## config.mk

```make
export PLATFORM = sky130hd
export DESIGN_NAME = dma_dbuf_chan
export DESIGN_NICKNAME = d
export VERILOG_FILES = /design/src/rtl/dbch_pkg.sv /design/src/rtl/dbch_regs.sv /design/src/rtl/dbch_mover.sv /design/src/rtl/dma_dbuf_chan.sv
export SDC_FILE = /design/constraint.sdc
export NUM_CORES = 1
export LEC_CHECK = 0
export BUFFER_PORTS_ARGS = -buffer_cell sky130_fd_sc_hd__buf_4
export CAP_MARGIN = 20
export CORE_AREA = 4 4 166 128
export DETAILED_ROUTE_END_ITERATION = 10
export DIE_AREA = 0 0 170 132
export PLACE_DENSITY = 0.86
export SLEW_MARGIN = 20
export SYNTH_ARGS = -nofsm -noshare
export SYNTH_HDL_FRONTEND = slang
export SYNTH_SLANG_ARGS = --single-unit
```

## constraint.sdc

```tcl
create_clock -name clk -period 2.8 [get_ports clk]
set_input_delay 0.14 -clock clk [delete_from_list [all_inputs] [get_ports clk]]
set_output_delay 0.14 -clock clk [all_outputs]
set_load 0.005 [all_outputs]
```

## src/rtl/dbch_pkg.sv

```systemverilog
package dbch_pkg;

   typedef enum logic [1:0] {
      MV_IDLE = 2'd0,
      MV_READ = 2'd1,
      MV_WRITE = 2'd2
   } mv_state_e;

   // Register word indices (byte offset / 4)
   localparam logic [2:0] IDX_SRC_B = 3'd0;
   localparam logic [2:0] IDX_DST_B = 3'd1;
   localparam logic [2:0] IDX_CNT_B = 3'd2;
   localparam logic [2:0] IDX_SRC_W = 3'd3;
   localparam logic [2:0] IDX_DST_W = 3'd4;
   localparam logic [2:0] IDX_CNT_W = 3'd5;
   localparam logic [2:0] IDX_CTRL  = 3'd6;
   localparam logic [2:0] IDX_STAT  = 3'd7;

   // Status bit positions
   localparam int SB_EN    = 0;
   localparam int SB_EN_WE = 1;
   localparam int SB_GO    = 2;
   localparam int SB_CLR   = 3;
   localparam int SB_RQ    = 4;
   localparam int SB_ACT   = 5;
   localparam int SB_ERR   = 6;
   localparam int SB_END   = 7;
   localparam int SB_TC    = 8;
   localparam int SB_BV    = 9;

   // Control bit positions
   localparam int CB_SSZ  = 16;
   localparam int CB_SFIX = 19;
   localparam int CB_DSZ  = 20;
   localparam int CB_DFIX = 23;

   function automatic logic size_legal(input logic [2:0] code);
      return code <= 3'd2;
   endfunction

   function automatic logic [2:0] size_bytes(input logic [2:0] code);
      case (code)
         3'd0:    return 3'd1;
         3'd1:    return 3'd2;
         3'd2:    return 3'd4;
         default: return 3'd0;
      endcase
   endfunction

endpackage

```

## src/rtl/dbch_regs.sv

```systemverilog
module dbch_regs
   import dbch_pkg::*;
#(
   parameter int ADDR_W = 32,
   parameter int CNT_W  = 17
) (
   input  logic              clk,
   input  logic              rst_n,
   input  logic              reg_we,
   input  logic [2:0]        reg_word,
   input  logic [31:0]       reg_wdata,
   input  logic              busy,
   input  logic              take_ev,
   input  logic              fault_ev,
   input  logic              end_ev,
   input  logic              tc_ev,
   input  logic              stop_ev,
   output logic [ADDR_W-1:0] base_src,
   output logic [ADDR_W-1:0] base_dst,
   output logic [CNT_W-1:0]  base_cnt,
   output logic              bvalid,
   output logic              en,
   output logic              end_f,
   output logic              tc_f,
   output logic              err_f,
   output logic              rqst_f,
   output logic              src_fix,
   output logic              dst_fix,
   output logic [2:0]        ssz,
   output logic [2:0]        dsz,
   output logic              kick
);

   logic wr_stat, wr_base, en_after_wr, flag_clr;

   assign wr_stat     = reg_we && (reg_word == IDX_STAT);
   assign wr_base     = reg_we && (reg_word == IDX_SRC_B || reg_word == IDX_DST_B
                                   || reg_word == IDX_CNT_B);
   assign en_after_wr = (wr_stat && reg_wdata[SB_EN_WE]) ? reg_wdata[SB_EN] : en;
   assign flag_clr    = wr_stat && reg_wdata[SB_CLR];
   assign kick        = wr_stat && reg_wdata[SB_GO] && en_after_wr && !busy;

   // Base set and base-valid
   always_ff @(posedge clk) begin
      if (!rst_n) begin
         base_src <= '0;
         base_dst <= '0;
         base_cnt <= '0;
         bvalid   <= 1'b0;
      end else begin
         if (reg_we && reg_word == IDX_SRC_B) base_src <= reg_wdata[ADDR_W-1:0];
         if (reg_we && reg_word == IDX_DST_B) base_dst <= reg_wdata[ADDR_W-1:0];
         if (reg_we && reg_word == IDX_CNT_B) base_cnt <= reg_wdata[CNT_W-1:0];
         if (wr_base)      bvalid <= 1'b1;
         else if (take_ev) bvalid <= 1'b0;
      end
   end

   // Control fields
   always_ff @(posedge clk) begin
      if (!rst_n) begin
         src_fix <= 1'b0;
         dst_fix <= 1'b0;
         ssz     <= 3'd0;
         dsz     <= 3'd0;
      end else if (reg_we && reg_word == IDX_CTRL) begin
         src_fix <= reg_wdata[CB_SFIX];
         dst_fix <= reg_wdata[CB_DFIX];
         ssz     <= reg_wdata[CB_SSZ +: 3];
         dsz     <= reg_wdata[CB_DSZ +: 3];
      end
   end

   // Enable and sticky flags
   always_ff @(posedge clk) begin
      if (!rst_n) begin
         en     <= 1'b0;
         end_f  <= 1'b0;
         tc_f   <= 1'b0;
         err_f  <= 1'b0;
         rqst_f <= 1'b0;
      end else begin
         en     <= (fault_ev || stop_ev) ? 1'b0 : en_after_wr;
         end_f  <= end_ev   || (end_f  && !flag_clr);
         tc_f   <= tc_ev    || (tc_f   && !flag_clr);
         err_f  <= fault_ev || (err_f  && !flag_clr);
         rqst_f <= kick     || (rqst_f && !flag_clr);
      end
   end

   assert_enable_guard_R2: assert property (@(posedge clk) disable iff (!rst_n)
      (wr_stat && !reg_wdata[SB_EN_WE] && !fault_ev && !stop_ev) |=> (en == $past(en)));

   assert_base_sets_valid_R6: assert property (@(posedge clk) disable iff (!rst_n)
      wr_base |=> bvalid);

   assert_fault_flags_R10: assert property (@(posedge clk) disable iff (!rst_n)
      fault_ev |=> (err_f && !en));

   assert_dry_finish_R8: assert property (@(posedge clk) disable iff (!rst_n)
      tc_ev |=> (tc_f && end_f && !en));

   assert_flag_clear_R11: assert property (@(posedge clk) disable iff (!rst_n)
      (flag_clr && !end_ev && !tc_ev && !fault_ev && !kick) |=> (!end_f && !tc_f && !err_f && !rqst_f));

endmodule

```

## src/rtl/dbch_mover.sv

```systemverilog
module dbch_mover
   import dbch_pkg::*;
#(
   parameter int ADDR_W    = 32,
   parameter int CNT_W     = 17,
   parameter int MAX_UNITS = 65536
) (
   input  logic              clk,
   input  logic              rst_n,
   input  logic              kick,
   input  logic              en,
   input  logic              bvalid,
   input  logic [ADDR_W-1:0] base_src,
   input  logic [ADDR_W-1:0] base_dst,
   input  logic [CNT_W-1:0]  base_cnt,
   input  logic              src_fix,
   input  logic              dst_fix,
   input  logic [2:0]        ssz,
   input  logic [2:0]        dsz,
   input  logic              mem_req_ready,
   input  logic [31:0]       mem_rdata,
   output logic              mem_req_valid,
   output logic              mem_req_write,
   output logic [ADDR_W-1:0] mem_req_addr,
   output logic [2:0]        mem_req_size,
   output logic [31:0]       mem_wdata,
   output logic [ADDR_W-1:0] work_src,
   output logic [ADDR_W-1:0] work_dst,
   output logic [CNT_W-1:0]  work_cnt,
   output logic              busy,
   output logic              take_ev,
   output logic              fault_ev,
   output logic              end_ev,
   output logic              tc_ev,
   output logic              stop_ev
);

   localparam logic [CNT_W-1:0] CNT_MAX = CNT_W'(MAX_UNITS);
   localparam logic [CNT_W-1:0] CNT_ONE = CNT_W'(1);

   mv_state_e   st_q, st_d;
   logic [31:0] data_q;
   logic        base_ok, last_unit, do_load, do_step, do_latch;
   logic [ADDR_W-1:0] src_inc, dst_inc;

   assign base_ok = size_legal(ssz) && size_legal(dsz) &&
                    (base_cnt != '0) && (base_cnt <= CNT_MAX);
   assign last_unit = (work_cnt == CNT_ONE);
   assign src_inc = src_fix ? '0 : {{(ADDR_W-3){1'b0}}, size_bytes(ssz)};
   assign dst_inc = dst_fix ? '0 : {{(ADDR_W-3){1'b0}}, size_bytes(dsz)};

   always_comb begin
      st_d     = st_q;
      take_ev  = 1'b0;
      fault_ev = 1'b0;
      end_ev   = 1'b0;
      tc_ev    = 1'b0;
      stop_ev  = 1'b0;
      do_load  = 1'b0;
      do_step  = 1'b0;
      do_latch = 1'b0;
      case (st_q)
         MV_IDLE: begin
            if (kick) begin
               take_ev = bvalid;
               if (bvalid && base_ok) begin
                  do_load = 1'b1;
                  st_d    = MV_READ;
               end else begin
                  fault_ev = 1'b1;
               end
            end
         end
         MV_READ: begin
            if (mem_req_ready) begin
               do_latch = 1'b1;
               st_d     = MV_WRITE;
            end
         end
         MV_WRITE: begin
            if (mem_req_ready) begin
               do_step = 1'b1;
               if (last_unit) begin
                  end_ev = 1'b1;
                  tc_ev  = !bvalid;
                  if (bvalid && en) begin
                     take_ev = 1'b1;
                     if (base_ok) begin
                        do_load = 1'b1;
                        st_d    = MV_READ;
                     end else begin
                        fault_ev = 1'b1;
                        st_d     = MV_IDLE;
                     end
                  end else begin
                     stop_ev = 1'b1;
                     st_d    = MV_IDLE;
                  end
               end else begin
                  st_d = en ? MV_READ : MV_IDLE;
               end
            end
         end
         default: st_d = MV_IDLE;
      endcase
   end

   always_ff @(posedge clk) begin
      if (!rst_n) begin
         st_q     <= MV_IDLE;
         data_q   <= '0;
         work_src <= '0;
         work_dst <= '0;
         work_cnt <= '0;
      end else begin
         st_q <= st_d;
         if (do_latch) data_q <= mem_rdata;
         if (do_load) begin
            work_src <= base_src;
            work_dst <= base_dst;
            work_cnt <= base_cnt;
         end else if (do_step) begin
            work_src <= work_src + src_inc;
            work_dst <= work_dst + dst_inc;
            work_cnt <= work_cnt - CNT_ONE;
         end
      end
   end

   assign busy          = (st_q != MV_IDLE);
   assign mem_req_valid = busy;
   assign mem_req_write = (st_q == MV_WRITE);
   assign mem_req_addr  = mem_req_write ? work_dst : work_src;
   assign mem_req_size  = mem_req_write ? dsz : ssz;
   assign mem_wdata     = data_q;

   assert_req_hold_R5: assert property (@(posedge clk) disable iff (!rst_n)
      (mem_req_valid && !mem_req_ready) |=>
      (mem_req_valid && $stable(mem_req_addr) && $stable(mem_req_write) && $stable(mem_wdata)));

   assert_read_then_write_R4: assert property (@(posedge clk) disable iff (!rst_n)
      (mem_req_valid && !mem_req_write && mem_req_ready) |=> (mem_req_valid && mem_req_write));

   assert_chain_no_gap_R9: assert property (@(posedge clk) disable iff (!rst_n)
      (mem_req_valid && mem_req_write && mem_req_ready && last_unit && bvalid && en && base_ok)
      |=> (mem_req_valid && !mem_req_write && work_cnt == $past(base_cnt)));

   assert_stop_after_unit_R12: assert property (@(posedge clk) disable iff (!rst_n)
      (mem_req_valid && mem_req_write && mem_req_ready && !en && !last_unit) |=> !mem_req_valid);

   assert_fault_no_request_R10: assert property (@(posedge clk) disable iff (!rst_n)
      (fault_ev) |=> !mem_req_valid);

endmodule

```

## src/rtl/dma_dbuf_chan.sv

```systemverilog
module dma_dbuf_chan
   import dbch_pkg::*;
#(
   parameter int ADDR_W      = 32,
   parameter int CNT_W       = 17,
   parameter int MAX_UNITS   = 65536,
   parameter bit RD_REGISTER = 1'b0
) (
   input  logic              clk,
   input  logic              rst_n,
   input  logic              reg_we,
   input  logic [2:0]        reg_word,
   input  logic [31:0]       reg_wdata,
   output logic [31:0]       reg_rdata,
   output logic              mem_req_valid,
   input  logic              mem_req_ready,
   output logic              mem_req_write,
   output logic [ADDR_W-1:0] mem_req_addr,
   output logic [2:0]        mem_req_size,
   output logic [31:0]       mem_wdata,
   input  logic [31:0]       mem_rdata
);

   localparam int CNT_NEED = $clog2(MAX_UNITS + 1);

   if (ADDR_W < 8 || ADDR_W > 32) begin : g_bad_addr_w
      $error("ADDR_W must lie in 8..32");
   end
   if (CNT_W < CNT_NEED || CNT_W > 32) begin : g_bad_cnt_w
      $error("CNT_W too small for MAX_UNITS or wider than 32");
   end
   if (MAX_UNITS < 1) begin : g_bad_max
      $error("MAX_UNITS must be positive");
   end

   logic [ADDR_W-1:0] base_src, base_dst, work_src, work_dst;
   logic [CNT_W-1:0]  base_cnt, work_cnt;
   logic bvalid, en, end_f, tc_f, err_f, rqst_f, src_fix, dst_fix, kick;
   logic busy, take_ev, fault_ev, end_ev, tc_ev, stop_ev;
   logic [2:0] ssz, dsz;

   dbch_regs #(.ADDR_W(ADDR_W), .CNT_W(CNT_W)) u_regs (
      .clk(clk), .rst_n(rst_n), .reg_we(reg_we), .reg_word(reg_word), .reg_wdata(reg_wdata),
      .busy(busy), .take_ev(take_ev), .fault_ev(fault_ev), .end_ev(end_ev), .tc_ev(tc_ev),
      .stop_ev(stop_ev), .base_src(base_src), .base_dst(base_dst), .base_cnt(base_cnt),
      .bvalid(bvalid), .en(en), .end_f(end_f), .tc_f(tc_f), .err_f(err_f), .rqst_f(rqst_f),
      .src_fix(src_fix), .dst_fix(dst_fix), .ssz(ssz), .dsz(dsz), .kick(kick)
   );

   dbch_mover #(.ADDR_W(ADDR_W), .CNT_W(CNT_W), .MAX_UNITS(MAX_UNITS)) u_mover (
      .clk(clk), .rst_n(rst_n), .kick(kick), .en(en), .bvalid(bvalid),
      .base_src(base_src), .base_dst(base_dst), .base_cnt(base_cnt),
      .src_fix(src_fix), .dst_fix(dst_fix), .ssz(ssz), .dsz(dsz),
      .mem_req_ready(mem_req_ready), .mem_rdata(mem_rdata),
      .mem_req_valid(mem_req_valid), .mem_req_write(mem_req_write),
      .mem_req_addr(mem_req_addr), .mem_req_size(mem_req_size), .mem_wdata(mem_wdata),
      .work_src(work_src), .work_dst(work_dst), .work_cnt(work_cnt), .busy(busy),
      .take_ev(take_ev), .fault_ev(fault_ev), .end_ev(end_ev), .tc_ev(tc_ev), .stop_ev(stop_ev)
   );

   logic [31:0] stat_word, ctrl_word, rd_mux;

   always_comb begin
      stat_word         = '0;
      stat_word[SB_EN]  = en;
      stat_word[SB_RQ]  = rqst_f;
      stat_word[SB_ACT] = busy;
      stat_word[SB_ERR] = err_f;
      stat_word[SB_END] = end_f;
      stat_word[SB_TC]  = tc_f;
      stat_word[SB_BV]  = bvalid;
      ctrl_word              = '0;
      ctrl_word[CB_SSZ +: 3] = ssz;
      ctrl_word[CB_SFIX]     = src_fix;
      ctrl_word[CB_DSZ +: 3] = dsz;
      ctrl_word[CB_DFIX]     = dst_fix;
   end

   always_comb begin
      case (reg_word)
         IDX_SRC_B: rd_mux = 32'(base_src);
         IDX_DST_B: rd_mux = 32'(base_dst);
         IDX_CNT_B: rd_mux = 32'(base_cnt);
         IDX_SRC_W: rd_mux = 32'(work_src);
         IDX_DST_W: rd_mux = 32'(work_dst);
         IDX_CNT_W: rd_mux = 32'(work_cnt);
         IDX_CTRL:  rd_mux = ctrl_word;
         default:   rd_mux = stat_word;
      endcase
   end

   if (RD_REGISTER) begin : g_rd_flop
      logic [31:0] rd_q;
      always_ff @(posedge clk) begin
         if (!rst_n) rd_q <= '0;
         else        rd_q <= rd_mux;
      end
      assign reg_rdata = rd_q;
   end else begin : g_rd_comb
      assign reg_rdata = rd_mux;
   end

endmodule

```

==> impl_metrics.csv, run 1 <==
group,metric,value,unit
outcome,run_status,"completed",
synth,ys_async_sr_fraction,0,%
timing,hold_viol_final,0,
worst_setup_path,cpMaxStageDelayCell,"nor3_1",
drt,drtPass1Iterations,8,
power,power_leakage,5.546,nW
floorplanning,dieArea,22440,um2
global_routing,grtUsageTotal,32.50,%
drt,drc,0,
worst_setup_path,cp.required,3.24,ns
timing,fin_crit_sh,97.79,%
worst_setup_path,critPathMaxFanout,7,
clocking,clock-sinks,210,
timing,timing.setup.tns,0,ns
drt,via_count,11464,
worst_setup_path,cp-end-kind,"register",
worst_setup_path,r2r_slack,0.06,ns
synth,synthTopCellsByArea,"dfxtp_1, nand2_1, a211oi_2",
clocking,root_buffer,"clkbuf_16",
drt,antenna_left,0,
cells_and_area,finalNetCount,1641,
synth,netlist.area_leader.share,37.40,%
place,portBuffers,171,
global_routing,grt_pass1_wl,59310,um
synth,synth_sequential_area_ratio,37.40,%
power,pwr-share-clk,46.3,%
drt,post_drt_wl_per_cell,20.96,um
global_routing,grt_max_degree,82,
worst_setup_path,start_kind,"register",
timing,hold_ws,0.2045,ns
power,combPwrFrac,7.7,%
hold_path,min_path_type,"in2reg",
power,p_per_area,465.0,nW/um2
drt,drt_iter0_drc,1622,
cells_and_area,drive_above_1_share,24.24,%
power,p_sw,1.548,mW
power,p_int,5.072,mW
synth,ys_warn_count,0,
cells_and_area,area_growth,26.66,%
clocking,clock_latency,0.51,ns
floorplanning,rows,45,
synth,syn_area,11240,um2
floorplanning,die_y,132,um
floorplanning,coreArea,19760,um2
timing,fmax,365.2,MHz
synth,synth_nets,1438,
drt,routed_via_density,6.251,
timing,worst_slew_pin_slew,0.9525,ns
power,ir_drop,0.4389,mV
timing,setup-violations-final,0,
synth,synthCells,1357,
floorplanning,pin_count,172,
floorplanning,start_util,56.87,%
timing,drv_slew,0,
clocking,clk_pin_slew,0.06,ns
worst_setup_path,max_stage_delay,0.45,ns
global_routing,antenna_found_initial,0,
worst_setup_path,worstPathCellList,"nor4_1 -> ha_1 -> fa_1 -> a21o_1 -> nand3_1 -> buf_4 -> nor3_1 -> xnor2_1 -> a211oi_2",
worst_setup_path,cp.arrival,3.17,ns
power,seqPwrFrac,46.1,%
power,swShare,23.38,%
floorplanning,chipWidth,170,um
cells_and_area,antennaDiodeCount,0,
clocking,cts_max_level,1,
synth,synth_edf_count,0,
synth,synth_largest_area_cell,"dfxtp_1",
drt,wl,38430,um
timing,skew,0.01071,ns
timing,period_minus_slack,2.738,ns
clocking,cts_setup_buffers,0,
run,drv_cap,0,
place,hpwl,25550,um
clocking,cts_buffer_depth,3,
global_routing,grt-ovfl-total,0,
global_routing,grt_pass1_vias,10677,
timing,maxSlewHeadroom,36.50,%
place,place_congestion,0.9982,
synth,synthFlopType,"dfxtp_1",
synth,ys_seq_elements,210,
clocking,cts_tree,"done",
worst_setup_path,critPathKind,"reg2reg",
clocking,cts_made_buffers,22,
synth,syn_area_per_cell,8.283,um2
synth,ys_types,57,
==> power groups by stage <==
stage               Combinational [mW]  Clock [mW]  Sequential (mW)
global placement                 0.408           0             3.11
global route                     0.533        3.20             3.05
CTS                              0.489        3.06             3.05
detailed placement               0.414           0             3.12
floorplan                        0.212           0             3.10
finish                           0.507        3.06             3.05
==> logic make-up (layout without fill, tap and decap cells) <==
family	after synthesis	in the layout	share of synthesized area [%]
and+or+nand+nor	563	563	22.05
AOI/OAI and AO/OA	294	294	19.08
DFF	210	210	37.40
buffers and inverters	113	332	4.620
muxes	92	92	9.752
xor gates and xnor gates	75	75	5.844
adders and majority gates	10	10	1.247
==> placed cells by master (no fill, tap or decap), drive strengths merged, types with 3 or more instances in the layout <==
cell type | synthesis | routed
a211oi | 75 | 75
a21o | 4 | 4
a21oi | 149 | 149
a221oi | 3 | 3
a22o | 5 | 5
a22oi | 10 | 10
and2 | 9 | 9
and3 | 7 | 7
and4 | 11 | 11
buf | 33 | 210
clkbuf | 64 | 35
clkinv | 0 | 4
dfxtp | 210 | 210
dlygate4sd3 | 0 | 66
ha | 8 | 8
inv | 16 | 16
mux2 | 40 | 40
mux2i | 42 | 42
mux4 | 10 | 10
nand2 | 311 | 311
nand2b | 4 | 4
nand3 | 19 | 19
nand3b | 3 | 3
nand4 | 20 | 20
nor2 | 125 | 125
nor2b | 3 | 3
nor3 | 20 | 20
nor4 | 16 | 16
nor4b | 4 | 4
o21ai | 25 | 25
o221ai | 9 | 9
o22ai | 5 | 5
xnor2 | 44 | 44
xor2 | 31 | 31
==> sequential cells by signal, summed over array words and instances, names as in the netlist <==
register and count:
u_mover.mem_wdata 32, u_mover.work_dst 32, u_mover.work_src 32, u_regs.base_dst 32
u_regs.base_src 32, u_mover.work_cnt 17, u_regs.base_cnt 17, u_regs.dsz 3
u_regs.ssz 3, u_mover.st_q 2, u_regs.bvalid 1, u_regs.dst_fix 1
u_regs.en 1, u_regs.end_f 1, u_regs.err_f 1, u_regs.rqst_f 1
u_regs.src_fix 1, u_regs.tc_f 1
==> metrics by stage <==
| stage | std cells | util (%) | worst slack [ns] | instance area (um2) | power [mW] |
|---|---|---|---|---|---|
| after detailed placement | 1728 | 64.78 | 0.003129 | 12800 | 3.529 |
| after global placement | 1728 | 64.78 | 0.2175 | 12800 | 3.522 |
| after global routing | 1834 | 72.04 | -0.007004 | 14240 | 6.782 |
| final | 1834 | 72.04 | 0.06194 | 14240 | 6.620 |
| after CTS | 1834 | 72.00 | 0.1290 | 14230 | 6.600 |
| after floorplan | 1357 | - | 0.4744 | 11240 | 3.315 |
==> per-layer routing <==
metal,share of wire (%),vias up,global-route usage [%]
met4,3.0,0,8.825
met2,44,755,49.34
met5,0,-,0
li1,-,5130,-
met3,13,113,8.303
met1,40,5466,46.14
==> synthesized netlist by cell type, types with 11 or more instances <==
master	number
a211oi_2	71
a21oi_1	149
and4_1	11
buf_1	12
buf_6	11
clkbuf_1	64
dfxtp_1	210
inv_1	15
mux2_2	40
mux2i_1	42
nand2_1	311
nand3_1	19
nand4_1	20
nor2_1	125
nor3_1	19
nor4_1	14
o21ai_0	25
xnor2_1	44
xor2_1	31
==> worst paths after layout <==
check                                           from                    to  cells past startpoint
worst min register to register  u_mover.mem_wdata[6]  u_mover.mem_wdata[6]                      2
worst min-delay path                          reg_we    u_regs.base_cnt[7]                      5
worst max register to register         u_regs.dsz[0]  u_mover.work_dst[24]                      9
worst max-delay path                   u_regs.dsz[0]  u_mover.work_dst[24]                      9
==> timing repair <==
item / CTS / global route
gates resized for setup: 1 / 1
setup endpoints to repair: 3 / 1
hold endpoints to repair: 127 / 0
hold buffers: 66 / 0
==> critical path: cells and delay by family (launching register included) <==
kind	cells	cell delay [ns]
xor gates and xnor gates	1	0.15
and+or+nand+nor	3	1.04
DFF	1	0.37
AOI/OAI and AO/OA	2	0.38
buffers and inverters	1	0.23
adders and majority gates	2	0.48
==> area by class of cell <==
| cell class | instances | area (um2) |
|---|---|---|
| clock buffer | 35 | 710.7 |
| multi-input combinational | 1034 | 6546 |
| clock inverter | 5 | 50.05 |
| tap | 258 | 322.8 |
| fill | 1480 | 5527 |
| sequential | 210 | 4204 |
| timing repair buffer | 276 | 2337 |
| inverter | 16 | 65.06 |
(Power assumes the default switching activity.)
==> inputs of run 2 (changes only) <==
--- a/config.mk
+++ b/config.mk
@@ -7,9 +7,11 @@
 export LEC_CHECK = 0
 export BUFFER_PORTS_ARGS = -buffer_cell sky130_fd_sc_hd__buf_4
 export CAP_MARGIN = 20
-export CORE_AREA = 4 4 166 128
+export CELL_PAD_IN_SITES_DETAIL_PLACEMENT = 0
+export CELL_PAD_IN_SITES_GLOBAL_PLACEMENT = 1
+export CORE_AREA = 4 4 192 148
 export DETAILED_ROUTE_END_ITERATION = 10
-export DIE_AREA = 0 0 170 132
+export DIE_AREA = 0 0 196 152
 export PLACE_DENSITY = 0.86
 export SLEW_MARGIN = 20
 export SYNTH_ARGS = -nofsm -noshare
==> constraint.sdc (replaced) <==
create_clock -name clk -period 2.8 [get_ports clk]
set_input_delay 0.56 -clock clk [delete_from_list [all_inputs] [get_ports clk]]
set_output_delay 0.56 -clock clk [all_outputs]
set_load 0.005 [all_outputs]
==> run 2 against run 1 <==
Effect of this change:
- clock skew down 0.0011 ns
- first-iteration DRC count down 43%
- total power down 1.3%
- sequential power about the same
- register-to-register slack better by 0.08 ns
- design area shrank 2.9%
- critical path type is now reg2out
- largest cell class unchanged
- largest power group is now sequential cells
- highest routed layer unchanged
==> impl_metrics.csv, run 2 (synthesized netlist as in run 1, its figures left out) <==
group,metric,value,unit
global_routing,grt-ovfl-total,0,
cells_and_area,final_common_cell,"nand2_1",
floorplanning,die_y,152,um
clocking,cts_hold_buf,0,
worst_setup_path,start_kind,"register",
cells_and_area,finalNetCount,1599,
place,placedCellCount,1844,
clocking,clock-sinks,210,
hold_path,hold-path-endpoint,"u_mover.mem_wdata[3]",
clocking,cts_buffer_depth,3,
worst_setup_path,cp-end-kind,"output pin",
drt,routed_via_density,5.711,
drt,antenna_left,0,
cells_and_area,drive_above_1_share,26.19,%
timing,fin_crit_sh,97.02,%
timing,setup-violations-final,0,
worst_setup_path,rr_worst_depth,7,
worst_setup_path,critPathKind,"reg2out",
worst_setup_path,cp.required,2.24,ns
power,swShare,23.61,%
timing,skew,0.009583,ns
power,seqPwrFrac,46.7,%
cells_and_area,layout_common_cells,"nand2_1, buf_4, dfxtp_1",
floorplanning,coreArea,26550,um2
timing,maxSlewHeadroom,51.58,%
cells_and_area,design_area,13830,um2
power,pwr-share-clk,46.6,%
timing,rsz0062_at_grt,"true",
power,p_per_area,472.6,nW/um2
place,placed_area,13080,um2
power,power_leakage,5.369,nW
power,p_int,4.992,mW
timing,drv_slew,0,
worst_setup_path,critPathMaxFanout,29,
timing,worst_slew_pin_slew,0.7236,ns
timing,fmax,368.1,MHz
worst_setup_path,reg2reg_from,"u_mover.work_cnt[2]",
run,drv_cap,0,
clocking,clock_latency,0.51,ns
global_routing,grt_max_degree,79,
drt,drtPass1Iterations,5,
cells_and_area,layoutNonFillerInstCount,1882,
drt,via_count,10749,
clocking,cts_resized,0,
floorplanning,rows,52,
clocking,root_buffer,"clkbuf_16",
floorplanning,pin_count,172,
hold_path,hold_depth,3,
drt,drc,0,
cells_and_area,antennaDiodeCount,0,
clocking,cts_setup_buffers,0,
hold_path,worstHoldStart,"mem_rdata[3]",
worst_setup_path,r2r_slack,0.14,ns
power,p_sw,1.543,mW
drt,drt_iter0_drc,923,
place,place_congestion,0.9214,
worst_setup_path,cp.arrival,2.16,ns
power,combPwrFrac,6.7,%
place,hpwl,27960,um
clocking,cts_max_level,1,
clocking,cts_tree,"done",
timing,period_minus_slack,2.716,ns
clocking,cts_made_buffers,23,
global_routing,grt_pass1_vias,10048,
drt,wl,38880,um
worst_setup_path,r2r-end,"u_mover.work_src[11]",
global_routing,grt_pass1_wl,59600,um
hold_path,min_path_type,"in2reg",
global_routing,antenna_found_initial,0,
floorplanning,dieArea,29790,um2
global_routing,grtUsageTotal,24.81,%
power,ir_drop,0.3625,mV
clocking,clk_pin_slew,0.06,ns
floorplanning,chipWidth,196,um
cells_and_area,n_fill_cell,2507,
floorplanning,start_util,42.34,%
outcome,run_status,"completed",
cells_and_area,area_growth,23.01,%
timing,hold_viol_final,0,
place,portBuffers,171,
drt,post_drt_wl_per_cell,20.66,um
run 2: stage by stage:
step | total power, mW | hold WS, ns | TNS [ns] | utilization [%] | setup WS (ns)
finish | 6.535 | 0.2909 | 0 | 52.08 | 0.08355
global route | 6.735 | 0.2775 | -0.1949 | 52.08 | -0.08003
CTS | 6.575 | 0.2713 | 0 | 52.06 | 0.08872
detailed placement | 3.550 | 0.4466 | 0 | 49.27 | 0.1445
global placement | 3.546 | 0.4427 | 0 | 49.27 | 0.2140
floorplan | 3.315 | 0.4288 | 0 | - | 0.2548
run 2: worst max-delay path by stage:
stage	startpoint	to	slack, ns	cells after the start
final	u_mover.st_q[1]	mem_req_size[1]	0.08	4
after global placement	reg_word[0]	reg_rdata[9]	0.21	6
after CTS	u_mover.st_q[1]	mem_req_size[1]	0.09	4
after global routing	u_regs.dsz[0]	u_mover.work_dst[26]	-0.08	9
after floorplan	reg_word[1]	reg_rdata[8]	0.25	6
after detailed placement	u_regs.ssz[0]	u_mover.work_src[18]	0.14	8
run 2: power groups by stage:
stage | combinational [mW] | clock (mW) | sequential, mW
after CTS | 0.433 | 3.09 | 3.05
after detailed placement | 0.433 | 0 | 3.12
after floorplan | 0.212 | 0 | 3.10
after global routing | 0.467 | 3.21 | 3.05
final | 0.439 | 3.04 | 3.05
after global placement | 0.429 | 0 | 3.12
run 2: metal layers:
metal	GRT usage [%]	part of all wire [%]	vias to the layer above
met5	0	0	-
met4	5.882	2.1	0
met3	4.273	9.0	57
met2	35.69	42	487
met1	38.44	47	5165
li1	-	-	5040
run 2: worst max-delay path, cell delays in order, from the launching register on:
cell	delay, ns
dfxtp_1	0.45
nor2b_4	0.20
buf_4	0.40
mux2_2	0.42
buf_4	0.15
run 2: area by class of cell:
| class | instances | area, um2 | area share [%] |
|---|---|---|---|
| flip-flops and latches | 210 | 4204 | 30.41 |
| inverters | 16 | 65.06 | 0.4706 |
| well taps | 351 | 439.2 | 3.176 |
| clock inverters | 3 | 40.04 | 0.2896 |
| repair buffers | 233 | 1837 | 13.29 |
| clock buffers | 35 | 700.7 | 5.068 |
| multi-input cells | 1034 | 6540 | 47.30 |
